## src/rtl/sop_pkg.sv

```systemverilog
package sop_pkg;
  localparam int INSTR_W = 16;
  localparam int OPC_W   = 9;

  localparam logic [OPC_W-1:0] OPC_CLR  = 9'o050;
  localparam logic [OPC_W-1:0] OPC_COM  = 9'o051;
  localparam logic [OPC_W-1:0] OPC_INC  = 9'o052;
  localparam logic [OPC_W-1:0] OPC_DEC  = 9'o053;
  localparam logic [OPC_W-1:0] OPC_NEG  = 9'o054;
  localparam logic [OPC_W-1:0] OPC_ADC  = 9'o055;
  localparam logic [OPC_W-1:0] OPC_SBC  = 9'o056;
  localparam logic [OPC_W-1:0] OPC_TST  = 9'o057;
  localparam logic [OPC_W-1:0] OPC_ROR  = 9'o060;
  localparam logic [OPC_W-1:0] OPC_ROL  = 9'o061;
  localparam logic [OPC_W-1:0] OPC_ASR  = 9'o062;
  localparam logic [OPC_W-1:0] OPC_ASL  = 9'o063;
  localparam logic [OPC_W-1:0] OPC_STLD = 9'o064;
  localparam logic [OPC_W-1:0] OPC_SXST = 9'o067;
  localparam logic [OPC_W-1:0] OPC_SWAB = 9'o003;

  localparam int FLG_C = 0;
  localparam int FLG_V = 1;
  localparam int FLG_Z = 2;
  localparam int FLG_N = 3;
  localparam int FLG_W = 4;

  typedef enum logic [4:0] {
    OP_NONE, OP_CLR, OP_COM, OP_INC, OP_DEC, OP_NEG, OP_ADC, OP_SBC,
    OP_TST, OP_ROR, OP_ROL, OP_ASR, OP_ASL, OP_SWAB, OP_SXT,
    OP_STST, OP_STLD
  } op_e;

  typedef struct packed {
    op_e  op;
    logic byte_sel;
    logic reg_dst;
    logic writes;
  } dec_t;
endpackage

```

## src/rtl/sop_decode.sv

```systemverilog
module sop_decode
  import sop_pkg::*;
(
  input  logic [INSTR_W-1:0] instr_i,
  output dec_t               dec_o
);
  logic [OPC_W-1:0] opc;
  logic             bsel;
  op_e              op;

  assign opc  = instr_i[14:6];
  assign bsel = instr_i[15];

  always_comb begin
    op = OP_NONE;
    unique case (opc)
      OPC_CLR:  op = OP_CLR;
      OPC_COM:  op = OP_COM;
      OPC_INC:  op = OP_INC;
      OPC_DEC:  op = OP_DEC;
      OPC_NEG:  op = OP_NEG;
      OPC_ADC:  op = OP_ADC;
      OPC_SBC:  op = OP_SBC;
      OPC_TST:  op = OP_TST;
      OPC_ROR:  op = OP_ROR;
      OPC_ROL:  op = OP_ROL;
      OPC_ASR:  op = OP_ASR;
      OPC_ASL:  op = OP_ASL;
      OPC_STLD: op = bsel ? OP_STLD : OP_NONE;
      OPC_SXST: op = bsel ? OP_STST : OP_SXT;
      OPC_SWAB: op = bsel ? OP_NONE : OP_SWAB;
      default:  op = OP_NONE;
    endcase
  end

  assign dec_o.op       = op;
  assign dec_o.byte_sel = bsel;
  assign dec_o.reg_dst  = (instr_i[5:3] == 3'd0);
  assign dec_o.writes   = !(op inside {OP_NONE, OP_TST, OP_STLD});
endmodule

```

## src/rtl/sop_lane.sv

```systemverilog
module sop_lane
  import sop_pkg::*;
#(
  parameter int LW = 8
) (
  input  op_e           op_i,
  input  logic [LW-1:0] a_i,
  input  logic          c_i,
  output logic [LW-1:0] r_o,
  output logic [FLG_W-1:0] flg_o
);
  localparam logic [LW-1:0] MSB_V  = {1'b1, {(LW-1){1'b0}}};
  localparam logic [LW-1:0] MAXP_V = ~MSB_V;
  localparam logic [LW-1:0] ONES_V = '1;
  localparam logic [LW-1:0] ONE_V  = {{(LW-1){1'b0}}, 1'b1};
  localparam logic [LW-1:0] CIN0   = '0;

  logic [LW-1:0] r;
  logic          v, c, shf;
  logic [LW-1:0] cin_w;

  assign cin_w = c_i ? ONE_V : CIN0;

  always_comb begin
    r   = a_i;
    v   = 1'b0;
    c   = c_i;
    shf = 1'b0;
    case (op_i)
      OP_CLR: begin r = '0; c = 1'b0; end
      OP_COM: begin r = ~a_i; c = 1'b1; end
      OP_INC: begin r = a_i + ONE_V; v = (a_i == MAXP_V); end
      OP_DEC: begin r = a_i - ONE_V; v = (a_i == MSB_V); end
      OP_NEG: begin
        r = CIN0 - a_i;
        v = (r == MSB_V);
        c = (r != '0);
      end
      OP_ADC: begin
        r = a_i + cin_w;
        v = c_i && (a_i == MAXP_V);
        c = c_i && (a_i == ONES_V);
      end
      OP_SBC: begin
        r = a_i - cin_w;
        v = c_i && (a_i == MSB_V);
        c = c_i && (a_i == '0);
      end
      OP_TST: c = 1'b0;
      OP_ROR: begin r = {c_i, a_i[LW-1:1]};     c = a_i[0];    shf = 1'b1; end
      OP_ROL: begin r = {a_i[LW-2:0], c_i};     c = a_i[LW-1]; shf = 1'b1; end
      OP_ASR: begin r = {a_i[LW-1], a_i[LW-1:1]}; c = a_i[0];  shf = 1'b1; end
      OP_ASL: begin r = {a_i[LW-2:0], 1'b0};    c = a_i[LW-1]; shf = 1'b1; end
      default: ;
    endcase
    if (shf) v = r[LW-1] ^ c;
  end

  assign r_o = r;
  always_comb begin
    flg_o        = '0;
    flg_o[FLG_N] = r[LW-1];
    flg_o[FLG_Z] = (r == '0);
    flg_o[FLG_V] = v;
    flg_o[FLG_C] = c;
  end
endmodule

```

## src/rtl/sop_exec.sv

```systemverilog
module sop_exec
  import sop_pkg::*;
#(
  parameter int W = 16
) (
  input  dec_t         dec_i,
  input  logic [W-1:0] operand_i,
  input  logic [W-1:0] psw_i,
  output logic [W-1:0] result_o,
  output logic         wr_en_o,
  output logic [W-1:0] psw_o
);
  localparam int HALF   = W / 2;
  localparam int NLANES = 2;

  logic [W-1:0]     lane_r [NLANES];
  logic [FLG_W-1:0] lane_f [NLANES];

  // lane 0 = byte width, lane 1 = word width
  for (genvar g = 0; g < NLANES; g++) begin : g_lane
    localparam int LW = (g == 0) ? HALF : W;
    logic [LW-1:0]    r;
    logic [FLG_W-1:0] f;
    sop_lane #(.LW(LW)) u_lane (
      .op_i  (dec_i.op),
      .a_i   (operand_i[LW-1:0]),
      .c_i   (psw_i[FLG_C]),
      .r_o   (r),
      .flg_o (f)
    );
    assign lane_r[g] = W'(r);
    assign lane_f[g] = f;
  end

  logic [W-1:0]     r;
  logic [FLG_W-1:0] f;
  logic [W-1:0]     psw_n;
  logic [HALF-1:0]  st_lo;

  assign st_lo = psw_i[HALF-1:0];

  always_comb begin
    r = dec_i.byte_sel ? lane_r[0] : lane_r[1];
    f = dec_i.byte_sel ? lane_f[0] : lane_f[1];
    case (dec_i.op)
      OP_SWAB: begin
        r = {operand_i[HALF-1:0], operand_i[W-1:HALF]};
        f = '0;
        f[FLG_N] = operand_i[W-1];
        f[FLG_Z] = (operand_i[W-1:HALF] == '0);
      end
      OP_SXT: begin
        r = psw_i[FLG_N] ? '1 : '0;
        f = '0;
        f[FLG_N] = psw_i[FLG_N];
        f[FLG_Z] = !psw_i[FLG_N];
        f[FLG_C] = psw_i[FLG_C];
      end
      OP_STST: begin
        r = W'(st_lo);
        f = '0;
        f[FLG_N] = st_lo[HALF-1];
        f[FLG_Z] = (st_lo == '0);
        f[FLG_C] = psw_i[FLG_C];
      end
      default: ;
    endcase
  end

  always_comb begin
    psw_n = {psw_i[W-1:FLG_W], f};
    if (dec_i.op == OP_STLD) psw_n = {psw_i[W-1:HALF], operand_i[HALF-1:0]};
    else if (dec_i.op == OP_NONE) psw_n = psw_i;
  end

  always_comb begin
    if (!dec_i.writes)
      result_o = operand_i;
    else if (!dec_i.byte_sel)
      result_o = r;
    else if (dec_i.op == OP_STST && dec_i.reg_dst)
      result_o = {{HALF{r[HALF-1]}}, r[HALF-1:0]};
    else
      result_o = {operand_i[W-1:HALF], r[HALF-1:0]};
  end

  assign wr_en_o = dec_i.writes;
  assign psw_o   = psw_n;
endmodule

```

## src/rtl/sop_stage.sv

```systemverilog
module sop_stage #(
  parameter int W = 16
) (
  input  logic         clk_i,
  input  logic         rst_ni,
  input  logic         en_i,
  input  logic [W-1:0] result_i,
  input  logic         wr_en_i,
  input  logic [W-1:0] psw_i,
  output logic         valid_o,
  output logic [W-1:0] result_o,
  output logic         wr_en_o,
  output logic [W-1:0] psw_o
);
  always_ff @(posedge clk_i or negedge rst_ni) begin
    if (!rst_ni) begin
      valid_o  <= 1'b0;
      result_o <= '0;
      wr_en_o  <= 1'b0;
      psw_o    <= '0;
    end else begin
      valid_o <= en_i;
      if (en_i) begin
        result_o <= result_i;
        wr_en_o  <= wr_en_i;
        psw_o    <= psw_i;
      end
    end
  end

  assert_hold_R14: assert property (@(posedge clk_i) disable iff (!rst_ni)
    !en_i |=> !valid_o && $stable(result_o) && $stable(psw_o) && $stable(wr_en_o));
endmodule

```

## src/rtl/sop_alu.sv

```systemverilog
module sop_alu
  import sop_pkg::*;
#(
  parameter int W = 16
) (
  input  logic         clk_i,
  input  logic         rst_ni,
  input  logic         valid_i,
  input  logic [15:0]  instr_i,
  input  logic [W-1:0] operand_i,
  input  logic [W-1:0] psw_i,
  output logic         valid_o,
  output logic [W-1:0] result_o,
  output logic         wr_en_o,
  output logic [W-1:0] psw_o
);
  localparam int HALF = W / 2;

  dec_t         dec;
  logic [W-1:0] ex_res;
  logic         ex_wr;
  logic [W-1:0] ex_psw;

  sop_decode u_dec (
    .instr_i (instr_i),
    .dec_o   (dec)
  );

  sop_exec #(.W(W)) u_exec (
    .dec_i     (dec),
    .operand_i (operand_i),
    .psw_i     (psw_i),
    .result_o  (ex_res),
    .wr_en_o   (ex_wr),
    .psw_o     (ex_psw)
  );

  sop_stage #(.W(W)) u_stage (
    .clk_i    (clk_i),
    .rst_ni   (rst_ni),
    .en_i     (valid_i),
    .result_i (ex_res),
    .wr_en_i  (ex_wr),
    .psw_i    (ex_psw),
    .valid_o  (valid_o),
    .result_o (result_o),
    .wr_en_o  (wr_en_o),
    .psw_o    (psw_o)
  );

  assert_latency_R1: assert property (@(posedge clk_i) disable iff (!rst_ni)
    valid_i |=> valid_o);

  assert_clr_flags_R2: assert property (@(posedge clk_i) disable iff (!rst_ni)
    valid_i && instr_i[14:6] == OPC_CLR |=> psw_o[3:0] == 4'b0100 && wr_en_o);

  assert_inc_ovf_R3: assert property (@(posedge clk_i) disable iff (!rst_ni)
    valid_i && !instr_i[15] && instr_i[14:6] == OPC_INC && operand_i == 16'h7FFF
    |=> psw_o[FLG_V] && psw_o[FLG_N] && result_o == 16'h8000);

  assert_tst_no_write_R6: assert property (@(posedge clk_i) disable iff (!rst_ni)
    valid_i && instr_i[14:6] == OPC_TST |=> !wr_en_o && !psw_o[FLG_V] && !psw_o[FLG_C]);

  assert_byte_upper_R11: assert property (@(posedge clk_i) disable iff (!rst_ni)
    valid_i && instr_i[15] && !(instr_i[14:6] == OPC_SXST && instr_i[5:3] == 3'd0)
    |=> result_o[W-1:HALF] == $past(operand_i[W-1:HALF]));

  assert_psw_high_R13: assert property (@(posedge clk_i) disable iff (!rst_ni)
    valid_i |=> psw_o[W-1:HALF] == $past(psw_i[W-1:HALF]));
endmodule

```

## config.mk

```make
export PLATFORM = sky130hd
export DESIGN_NAME = sop_alu
export DESIGN_NICKNAME = d
export VERILOG_FILES = /design/src/rtl/sop_pkg.sv /design/src/rtl/sop_decode.sv /design/src/rtl/sop_lane.sv /design/src/rtl/sop_exec.sv /design/src/rtl/sop_stage.sv /design/src/rtl/sop_alu.sv
export SDC_FILE = /design/constraint.sdc
export NUM_CORES = 1
export LEC_CHECK = 0
export BUFFER_PORTS_ARGS = -buffer_cell sky130_fd_sc_hd__buf_4
export CAP_MARGIN = 20
export CORE_MARGIN = 8
export CORE_UTILIZATION = 35
export CTS_CLUSTER_SIZE = 28
export DETAILED_ROUTE_END_ITERATION = 10
export GPL_ROUTABILITY_DRIVEN = 0
export SKIP_LAST_GASP = 1
export SLEW_MARGIN = 20
export SYNTH_ARGS = -nofsm -noshare
export SYNTH_HDL_FRONTEND = slang
export SYNTH_HIERARCHICAL = 1
export SYNTH_SLANG_ARGS = --single-unit
```

## constraint.sdc

```tcl
create_clock -name clk_i -period 0.9 [get_ports clk_i]
set_input_delay 0.18 -clock clk_i [delete_from_list [all_inputs] [get_ports clk_i]]
set_output_delay 0.18 -clock clk_i [all_outputs]
set_load 0.005 [all_outputs]
```

* Word-level counts from Yosys, hierarchy flattened
Index checks and enable logic that the tools add are counted.
** Cells by class
- Reductions and logical operators :: 26
- Bitwise gates (word level) :: 4
- Order comparisons :: 0
- Divide/modulo/power cells :: 0
- Add/subtract/negate cells :: 10
- Shift-type cells :: 0
- Muxes and demuxes :: 25
- Equal/unequal tests :: 39
- Multipliers :: 0
** Operators with widths (number)
- $pmux 16 s11 :: 1
- $eq 9x6->1 const B :: 14
- $pmux 8 s11 :: 1
- $mux 16 :: 5
- $pmux 5 s15 :: 1
- $eq 16x16->1 const B :: 3
- $pmux 16 s3 :: 1
- $eq 5x4->1 const B :: 8
- $logic_not 16->1 :: 2
- $logic_not 8->1 :: 4
- $eq 8x8->1 const B :: 3
- $eq 5x3->1 const B :: 4
- $add 16x1->16 const B :: 1
- $add 16x16->16 :: 1
- $eq 16x15->1 const B :: 1
- $not 16->16 :: 1
- $reduce_bool 16->1 :: 1
- $sub 1x16->16 const A :: 1
- $sub 16x1->16 const B :: 1
- $sub 16x16->16 :: 1
- $pmux 1 s7 :: 2
- $mux 4 :: 3
- $pmux 4 s3 :: 1
- $eq 5x2->1 const B :: 2
- 23 further kinds :: 41
** Word-level totals
- Bits in latches :: 0
- Output and inout port bits :: 34
- Memories :: 0
- Bits of input ports :: 51
- Bits in writable memories :: 0
- ROM bits :: 0
- Register bits after elaboration :: 34

* Longest topological paths before layout
- Depth after elaboration :: 11
- Mapped depth :: 24
- Depth with buffers taken out :: 21

* By module
The synthesis kept the hierarchy.
** By module, submodules not included
- sop_lane (u_exec.g_lane[1].u_lane) :: area each 2109.5 µm², times used 1, cells each 335, sequential area each 0.0 µm²
- sop_stage :: area each 1406.3 µm², times used 1, cells each 71, sequential area each 850.8 µm²
- sop_lane (u_exec.g_lane[0].u_lane) :: area each 1191.1 µm², times used 1, cells each 191, sequential area each 0.0 µm²
- sop_exec :: area each 1106.1 µm², times used 1, cells each 161, sequential area each 0.0 µm²
- sop_decode :: area each 345.3 µm², times used 1, cells each 50, sequential area each 0.0 µm²

* Worst setup path after synthesis
No wires, ideal clock.
- Path kind :: input-to-reg
- Start :: input instr_i[13]
- End :: register u_stage.psw_o[2]
- Setup slack :: -4.580 ns
- Stages on the path :: 22
- Data required time :: 0.836 ns
- Arrival :: 5.416 ns
- Library setup time :: 0.064 ns
- Cell sequence :: or2_1 > buf_4 > or4_1 > o211ai_1 > nand3b_1 > and3_1 > clkbuf_2 > clkbuf_1 > xnor2_1 > ha_1 > nor2_1 > nand4_1 > mux2i_1 > xor2_1 > a221o_1 > or4_1 > or4_1 > nor4_2 > mux2_2 > a32oi_1 > a31oi_1 > mux2_4
** RTL lines
- start: declaration :: line sop_alu.sv:9 : input logic [15:0] instr_i,
- end signal: assignment :: line sop_stage.sv:26 : psw_o <= psw_i;
- end: declaration :: line sop_stage.sv:13 : output logic [W-1:0] psw_o

==> impl_metrics.env <==
export IMPL_yosysTopAreaCell="dfrtp_1"
export IMPL_ir_worst_vdd_uv=1250
export IMPL_first_pass_iters=5
export IMPL_wl_per_cell_um=20.6
export IMPL_ys_seq_area_frac=0.138
export IMPL_cts_buffers=5
export IMPL_yosys_top_cells_area="dfrtp_1 (14%), mux2_4 (7.3%), o21ai_0 (4.4%), mux2_2 (3.7%), nand3_1 (3.0%)"
export IMPL_p_leak_uw=0.00440
export IMPL_syn_num_nets=869
export IMPL_drv_cap=0
export IMPL_power_density_nw_per_um2=732
export IMPL_grt_pass1_vias=7932
export IMPL_ys_warn_count=6
export IMPL_p_sw_uw=2260
export IMPL_synth_avg_cell_area_um2=7.62
export IMPL_drv_slew=0
export IMPL_htreeDepth=2
export IMPL_arrival_ps=4920
export IMPL_rsz0062_at_grt="true"
export IMPL_drc_errors=0
export IMPL_slew_headroom=0.549
export IMPL_routed_wl_um=28200
export IMPL_reg2reg_slack_ps=-40
export IMPL_via_count=8271
export IMPL_startpoint="instr_i[10]"
export IMPL_rows=48
export IMPL_ys_seq_elements=34
export IMPL_synthTopCellsByCount="o21ai_0 (54), nor2_1 (48), nand2_1 (44), clkbuf_1 (43), nand3_1 (37)"
export IMPL_grt_pass1_wl_um=43400
export IMPL_outcome="complete, but fails checks"
export IMPL_finClkSkew_ps=0
export IMPL_setup_worst_path_start_class="input port"
export IMPL_fmax_mhz=213
export IMPL_ys_async_sr_fraction=1.00
export IMPL_ant_nets=0
export IMPL_dp_slack_ps=-4100
export IMPL_hp_start="psw_i[8]"
export IMPL_drive_gt1_frac=0.517
export IMPL_synth_edf_count=0
export IMPL_hold_viol=0
export IMPL_ioPinCount=85
export IMPL_clkLatencyLatePin_ps=270
export IMPL_grt_usage=0.242
export IMPL_min_path_type="in -> reg"
export IMPL_cts_sinks=34
export IMPL_worst_slew_pin_transition_ps=672
export IMPL_utilization=0.592
export IMPL_p_clk_frac=0.308
export IMPL_min_period_over_period=5.23
export IMPL_worstReg2RegStart="u_stage/psw_o[6]"
export IMPL_total_power_uw=7470
export IMPL_hpwlAfterDp_um=20000
export IMPL_cp_max_fo=4
export IMPL_via_per_inst=6.06
export IMPL_nFillCells=1465
export IMPL_cts_buffer_depth=2
export IMPL_violations="setup timing"
export IMPL_min_period_ps=4700
export IMPL_synthToLayoutAreaGrowth_pct=65.7
export IMPL_critPathRequiredTime_ps=1120
export IMPL_dieHeight_um=149
export IMPL_nets=1200
export IMPL_synth_most_common_cell="o21ai_0"
export IMPL_die_x_um=149
export IMPL_place_area_um2=8730
export IMPL_die_area_um2=22100
export IMPL_combPwrFrac=0.447
export IMPL_cts_tree="built"
export IMPL_syn_area_um2=6160
export IMPL_grt_max_degree=35
export IMPL_synth_cell_types=92
export IMPL_synth_cells=808
export IMPL_synth_ff_type="dfrtp_1"
export IMPL_core_area_um2=17200
export IMPL_timing_final_ws_setup_ps=-3800
export IMPL_grt_overflow_total=0
export IMPL_stdcell_count=1365
export IMPL_worst_setup_path_end_kind="flop"
export IMPL_setup_viol=60
export IMPL_numPortBuffers=81
export IMPL_path_class="in -> reg"
export IMPL_intPower_uw=5210
export IMPL_power_switching_share=0.303
export IMPL_yosysTopAreaCellShare=0.138
export IMPL_power_frac_seq=0.245
export IMPL_placedCellCount=1287
export IMPL_antenna_found_initial=0
export IMPL_dr_first_iter_drc_count=1065
export IMPL_final_area_um2=10200
export IMPL_cts_clk_slew_worst_paths_ps=60
export IMPL_antenna_cells=0
export IMPL_root_buffer="clkbuf_16"
export IMPL_start_util=0.357
state kept, by name (all words and copies together), names as in the netlist:
signal,flops
u_stage/psw_o,16
u_stage/result_o,16
u_stage/valid_o,1
u_stage/wr_en_o,1
layer usage:
layer / vias up / wire [µm] / track usage
met5: - / 0 / 0
met2: 521 / 12800 / 0.390
met3: 107 / 2730 / 0.0526
met1: 3878 / 11300 / 0.309
met4: 0 / 1280 / 0.0933
li1: 3765 / - / -
cells by family after synthesis:
group           Yosys count  synth area share
simple gates            306             0.285
fa+ha+maj                10            0.0203
flops                    34             0.138
buf+inv                 127             0.107
mux                      67             0.137
xor+xnor                 18            0.0256
compound gates          246             0.287
power by group through the flow:
stage / clock [µW] / sequential (µW) / combinational (µW)
floorplan: 0 / 1820 / 1330
global placement: 0 / 1820 / 2750
detailed placement: 0 / 1830 / 2760
CTS: 2330 / 1830 / 3150
global route: 2410 / 1850 / 3520
finish: 2300 / 1830 / 3330
critical path, stage by stage:
cell and delay [ps]:
buf_6 90, or4_4 540, a2111oi_4 320, o21bai_2 130
inv_2 80, nor3b_4 260, nand3b_1 180, ha_2 260
nor2b_2 140, nand4_1 120, mux2i_2 280, a21oi_1 110
o32a_1 320, or4_1 530, or4_4 500, nor4_4 300
mux2_4 200, a32oi_1 70, a31oi_1 150, mux2_4 160
cell usage in the layout, fill, tap and decap left out, drive strengths merged, types with 6 or more instances in the layout:
cell type  instances
xnor2             12
xor2               6
clkbuf             7
or4               16
nor3              28
nand2             44
nor2              48
nor4              15
buf              413
a211oi             9
a22oi             17
inv               35
or3               11
a31oi             17
o211ai             8
o2111ai            8
dfrtp             34
mux2i             17
nand3b             7
nand3             38
a21oi             35
ha                10
o221ai            10
o211a             10
nor3b              7
o31ai              9
a221oi             7
and3              12
mux2              50
and2               9
nand4             27
nor2b             16
nand2b             6
o21ai             57
metrics by stage:
step	TNS [ps]	hold WS, ps
3_3_place_gp	-76250	156
4_1_cts	-69190	130
2_1_floorplan	-71620	-116
5_1_grt	-74050	125
3_5_place_dp	-77530	154
6_report	-70520	132
what timing repair did:
item	CTS	global route
hold buffers	1	0
hold endpoints to repair	34	0
buffers inserted	49	27
gates resized for setup	124	61
pin swaps	36	32
endpoints found under the setup margin	59	62
gates cloned	2	1
final timing paths:
path / depth (start not counted) / end
max in group asynchronous: 2 / u_stage/result_o[15]
min in group asynchronous: 2 / u_stage/valid_o
min reg2reg: 1 / u_stage/result_o[0]
max: 20 / u_stage/psw_o[2]
max reg2reg: 2 / u_stage/psw_o[6]
min: 2 / u_stage/psw_o[8]
cell type report:
class                           count  area, µm²  share of cell area
Timing Repair Buffer              416       3510               0.344
Inverter                           35        134              0.0131
Tap cell                          225        282              0.0276
Clock inverter                      2       60.1             0.00588
Multi-Input combinational cell    647       5230               0.512
Sequential cell                    34        851              0.0834
Clock buffer                        6        139              0.0136
Note: power is estimated with default switching activity, not from simulation.
